### config.mk
export PLATFORM = sky130hd
export DESIGN_NAME = pinpair_ctl
export DESIGN_NICKNAME = d
export VERILOG_FILES = /design/src/rtl/pinpair_pkg.sv /design/src/rtl/pinpair_sync.sv /design/src/rtl/pinpair_slot.sv /design/src/rtl/pinpair_view.sv /design/src/rtl/pinpair_ctl.sv
export SDC_FILE = /design/constraint.sdc
export NUM_CORES = 1
export LEC_CHECK = 0
export CAP_MARGIN = 20
export CORE_ASPECT_RATIO = 2
export CORE_UTILIZATION = 40
export CTS_BUF_LIST = sky130_fd_sc_hd__clkbuf_4
export CTS_CLUSTER_SIZE = 28
export DETAILED_ROUTE_END_ITERATION = 8
export PLACE_DENSITY = 0.81
export SETUP_SLACK_MARGIN = 0.5
export SLEW_MARGIN = 5
export SYNTH_ARGS = -nofsm -noshare
export SYNTH_HDL_FRONTEND = slang
export SYNTH_SLANG_ARGS = --single-unit
### constraint.sdc
create_clock -name clk -period 1 [get_ports clk]
set_input_delay 0.2 -clock clk [delete_from_list [all_inputs] [get_ports clk]]
set_output_delay 0.2 -clock clk [all_outputs]
set_load 0.05 [all_outputs]
### src/rtl/pinpair_pkg.sv
package pinpair_pkg;
  localparam int WORD_W   = 32;
  localparam int HALF_W   = WORD_W / 2;
  localparam int SLOT_MAX = HALF_W / 2;

  typedef struct packed {
    logic lo;   // drive level low
    logic hi;   // drive level high
    logic on;   // driver enable
    logic off;  // driver disable
  } strobe_t;

  function automatic strobe_t pick_strobes(input logic [WORD_W-1:0] w, input int n);
    strobe_t s;
    s.lo  = w[2*n];
    s.hi  = w[2*n+1];
    s.on  = w[HALF_W+2*n];
    s.off = w[HALF_W+2*n+1];
    return s;
  endfunction

  // Pair resolution: a single raise or lower strobe acts; both or none hold.
  function automatic logic resolve_pair(input logic cur, input logic up, input logic down);
    logic r;
    case ({up, down})
      2'b10:   r = 1'b1;
      2'b01:   r = 1'b0;
      default: r = cur;
    endcase
    return r;
  endfunction
endpackage

### src/rtl/pinpair_sync.sv
module pinpair_sync #(
  parameter int W      = 8,
  parameter int STAGES = 2
) (
  input  logic         clk,
  input  logic         rst_n,
  input  logic [W-1:0] d,
  output logic [W-1:0] q
);
  localparam int LAST = STAGES - 1;

  logic [W-1:0] stg [STAGES];

  always_ff @(posedge clk or negedge rst_n) begin
    if (!rst_n) begin
      for (int i = 0; i < STAGES; i++) stg[i] <= '0;
    end else begin
      stg[0] <= d;
      for (int i = 1; i < STAGES; i++) stg[i] <= stg[i-1];
    end
  end

  assign q = stg[LAST];
endmodule

### src/rtl/pinpair_slot.sv
module pinpair_slot
  import pinpair_pkg::*;
(
  input  logic    clk,
  input  logic    rst_n,
  input  logic    wr,
  input  strobe_t stb,
  output logic    lvl,
  output logic    drv
);
  logic lvl_nx, drv_nx;

  always_comb begin
    lvl_nx = lvl;
    drv_nx = drv;
    if (wr) begin
      lvl_nx = resolve_pair(lvl, stb.hi, stb.lo);
      drv_nx = resolve_pair(drv, stb.on, stb.off);
    end
  end

  always_ff @(posedge clk or negedge rst_n) begin
    if (!rst_n) begin
      lvl <= 1'b0;
      drv <= 1'b0;
    end else begin
      lvl <= lvl_nx;
      drv <= drv_nx;
    end
  end
endmodule

### src/rtl/pinpair_view.sv
module pinpair_view
  import pinpair_pkg::*;
#(
  parameter int PIN_COUNT = 8
) (
  input  logic [PIN_COUNT-1:0] lvl,
  input  logic [PIN_COUNT-1:0] drv,
  input  logic [PIN_COUNT-1:0] in_s,
  output logic [WORD_W-1:0]    view
);
  for (genvar n = 0; n < SLOT_MAX; n++) begin : g_view
    if (n < PIN_COUNT) begin : g_live
      assign view[2*n]          = lvl[n];
      assign view[2*n+1]        = in_s[n] & ~drv[n];
      assign view[HALF_W+2*n]   = drv[n];
      assign view[HALF_W+2*n+1] = 1'b0;
    end else begin : g_dead
      assign view[2*n+1:2*n]               = 2'b00;
      assign view[HALF_W+2*n+1:HALF_W+2*n] = 2'b00;
    end
  end
endmodule

### src/rtl/pinpair_ctl.sv
module pinpair_ctl
  import pinpair_pkg::*;
#(
  parameter int PIN_COUNT   = 8,
  parameter int SYNC_STAGES = 2
) (
  input  logic                 clk,
  input  logic                 rst_n,
  input  logic                 reg_wr,
  input  logic [31:0]          reg_wdata,
  output logic [31:0]          reg_rdata,
  output logic [PIN_COUNT-1:0] pad_out,
  output logic [PIN_COUNT-1:0] pad_oe,
  input  logic [PIN_COUNT-1:0] pad_in
);
  logic [PIN_COUNT-1:0] in_s;

  pinpair_sync #(.W(PIN_COUNT), .STAGES(SYNC_STAGES)) u_sync (
    .clk(clk), .rst_n(rst_n), .d(pad_in), .q(in_s)
  );

  for (genvar n = 0; n < SLOT_MAX; n++) begin : g_slot
    if (n < PIN_COUNT) begin : g_live
      pinpair_slot u_slot (
        .clk(clk), .rst_n(rst_n), .wr(reg_wr),
        .stb(pick_strobes(reg_wdata, n)),
        .lvl(pad_out[n]), .drv(pad_oe[n])
      );
    end else begin : g_dead
      logic unused_stb;
      assign unused_stb = ^{reg_wdata[2*n+1:2*n], reg_wdata[HALF_W+2*n+1:HALF_W+2*n]};
    end
  end

  pinpair_view #(.PIN_COUNT(PIN_COUNT)) u_view (
    .lvl(pad_out), .drv(pad_oe), .in_s(in_s), .view(reg_rdata)
  );
endmodule

==> out/summary.txt <==
Post-DP Area: 3340 µm²
GRT Overall Usage: 0.211
drt drc: 0
Psw: 2130 µW
RSZ-0062 raised after global routing: yes
clock sinks: 32
max incr delay on CP: 0.47 ns
Finished Layout Cells: 293
Avg Inst Size Synth: 10.8 µm²
Synth Flop Type: dfrtp_1
global route overflow: 0
R2R setup slack: 0.08 ns
register share of total power: 0.293
initial antenna violation count: 1
xor-xnor portion of the synthesized cell area: 0
die height: 95.5 µm
Post-synth top cells: 40 x buf_4, 32 x dfrtp_1, 32 x inv_1
WHS Path Cells: 3
Final WS setup: -0.302 ns
Starting Density: 0.424
die footprint: 4660 µm²
Peak VDD IR: 1.82 mV
clk root buf: clkbuf_4
Max FO, Critical Path: 3
compound-cell area share of the yosys netlist: 0
CP Data Arrival Time: 1.10 ns
HP Class: in -> reg
fin area: 3530 µm²
Final Hold Violating Endpoints: 0
Worst setup startpoint: g_slot[1].g_live.u_slot.drv
setup violators final: 40
H-tree depth: 2
Synth Cell Area: 1750 µm²
largest net degree at the start of global routing: 33
DP HPWL: 3530 µm
clock buffer depth: 2
1st-pass router iterations: 4
wire length per cell: 15.9 µm
Synth Area in Adders: 0.114
area of the core: 4130 µm²
startpoint of the worst hold path: reg_wdata[10]
# IOs: 91
Detail Route Antenna Nets: 0
Pleak: 0.00172 µW
num rows: 33
Syn. warnings: 0
max cap viols: 0
Pwr per Cell Area: 1600 nW/µm²
Worst Setup Start Kind: register
cts hold-fix bufs: 0
Worst R2R End: g_slot[1].g_live.u_slot.drv
Synth area leaders: dfrtp_1 46%, buf_4 17%, ha_1 11%, mux2i_1 9.2%, inv_1 6.9%
routability cong.: 0.723
Vias/cell: 4.45
Cell Chain, Critical Path: nor2b_4 > buf_12
Clock Skew: 0.0102 ns
CTS tree: built
Register-to-Register Path Depth: 4
CTS clk-pin slew, worst paths: 0.11 ns
post-synthesis cell count: 162
vias in the first global route: 1443
switch share: 0.378
largest family of logic cells by synthesized area: buffers and inverters
EDFF count, synth: 0
most common cell in the synthesized netlist: buf_4
Nets: 298
IO Port Bufs: 82
register bit count reported by yosys: 32
Power Internal: 3500 µW
later-pin clock latency in the skew report: 0.33 ns
Crit. End Element: output pin
Combinational Power Share: 0.529
violated checks: setup timing
Synth top area share: 0.458
Slew Limit Fails: 0
fmax: 0.768 GHz
first-pass GRT wire length: 7070 µm
synthesis-to-layout area growth: 102%
synth unique cells: 11
multiplexer share of the synthesized area: 0.0916
routed vias: 1304
fraction of registers with async set/reset: 1.00
Final min period: 1.30 ns
CP max stage cell: dfrtp_2
cell taking the most area after synthesis: dfrtp_1
CP Data Required Time: 0.80 ns
Clk pwr share: 0.177
Post-Place Cells: 274
status: finished, violations left
hold path endpoint: g_slot[5].g_live.u_slot.lvl
Seq/Total Area, Yosys: 0.458
cts bufs inserted: 5
Post-Route WL: 4650 µm
layout cells sized above 1: 0.692
DR iter-0 viols: 9
Synth Area in Simple Gates: 0.0908
reg-to-reg startpoint: g_slot[1].g_live.u_slot.drv
DIE WIDTH: 48.8 µm
critical path class: reg -> out
Final period util: 1.30
how the worst max path moves through the flow:
| stage | end | slack [ns] | depth (start not counted) |
|---|---|---|---|
| floorplan | reg_rdata[11] | 0.1 | 1 |
| detailed placement | g_slot[4].g_live.u_slot.lvl | -0.60 | 5 |
| CTS | reg_rdata[3] | -0.31 | 2 |
| global route | reg_rdata[3] | -0.34 | 2 |
| finish | reg_rdata[3] | -0.30 | 2 |
| global placement | g_slot[5].g_live.u_slot.lvl | -0.54 | 5 |
power groups by stage:
stage	logic [µW]	registers [µW]	clock network, µW
floorplan	1700	1580	0
global placement	2740	1630	0
detailed placement	2810	1640	0
CTS	2890	1640	1020
global route	3100	1670	1090
finish	2980	1650	999
critical path, delay by kind of cell (launching register included):
kind | cells | cell delay, ns
flops | 1 | 0.47
simple gates | 1 | 0.16
buf+inv | 1 | 0.15
layout by cell type (no fill, tap or decap), types with 3 or more instances in the layout:
cell / netlist / routed
and2b_1: 4 / 4
buf_12: 0 / 42
buf_2: 1 / 13
buf_4: 40 / 7
buf_6: 0 / 17
clkbuf_4: 0 / 6
clkdlybuf4s15_1: 0 / 6
clkdlybuf4s15_2: 0 / 4
clkdlybuf4s50_1: 0 / 9
conb_1: 1 / 8
dfrtp_1: 32 / 21
dfrtp_2: 0 / 11
dlygate4sd2_1: 0 / 5
ha_4: 0 / 16
inv_1: 32 / 3
inv_12: 0 / 8
inv_2: 0 / 12
inv_8: 0 / 7
mux2i_1: 16 / 15
nand2b_4: 0 / 9
nor2b_4: 0 / 8
or2b_1: 3 / 3
state kept, by name, summed over array words and instances (netlist names):
register	flops
g_slot.g_live.u_slot.drv	8
g_slot.g_live.u_slot.lvl	8
u_sync.q	8
u_sync.stg	8
routing by layer:
layer	wire, µm	vias to the layer above	track usage
li1	-	596	-
met5	0	-	0
met2	2960	56	0.427
met1	1380	644	0.191
met4	101	0	0.0931
met3	208	8	0.0478
repair_timing:
item                                   CTS  global route
resized for setup                      140            14
gates cloned                             0             0
setup endpoints to repair               56            58
endpoints found under the hold margin    0             0
setup buffers                            4             6
per-stage QoR:
| stage | setup WS (ns) | total power (µW) | util | hold WS [ns] | TNS, ns |
|---|---|---|---|---|---|
| after CTS | -0.310 | 5560 | 0.834 | 0.163 | -9.37 |
| after global routing | -0.341 | 5860 | 0.854 | 0.154 | -10.48 |
| final | -0.302 | 5630 | 0.854 | 0.165 | -8.89 |
| after detailed placement | -0.596 | 4460 | 0.810 | 0.336 | -7.91 |
| after floorplan | 0.0955 | 3280 | - | -0.0956 | 0 |
| after global placement | -0.535 | 4370 | 0.810 | 0.332 | -7.22 |
cell families after synthesis:
| family | Yosys count |
|---|---|
| other cells | 1 |
| mux | 16 |
| flops | 32 |
| simple gates | 24 |
| buf+inv | 73 |
| fa+ha+maj | 16 |
final cells by class:
type                            count  area, µm²
Timing Repair Buffer              104       1400
Multi-Input combinational cell     64        881
Sequential cell                    32        815
Fill cell                         206        602
Inverter                           32        280
Tap cell                           52       65.1
Clock buffer                        6       45.0
Clock inverter                      2       35.0
Antenna cell                        1       2.50
(Power assumes the default switching activity.)
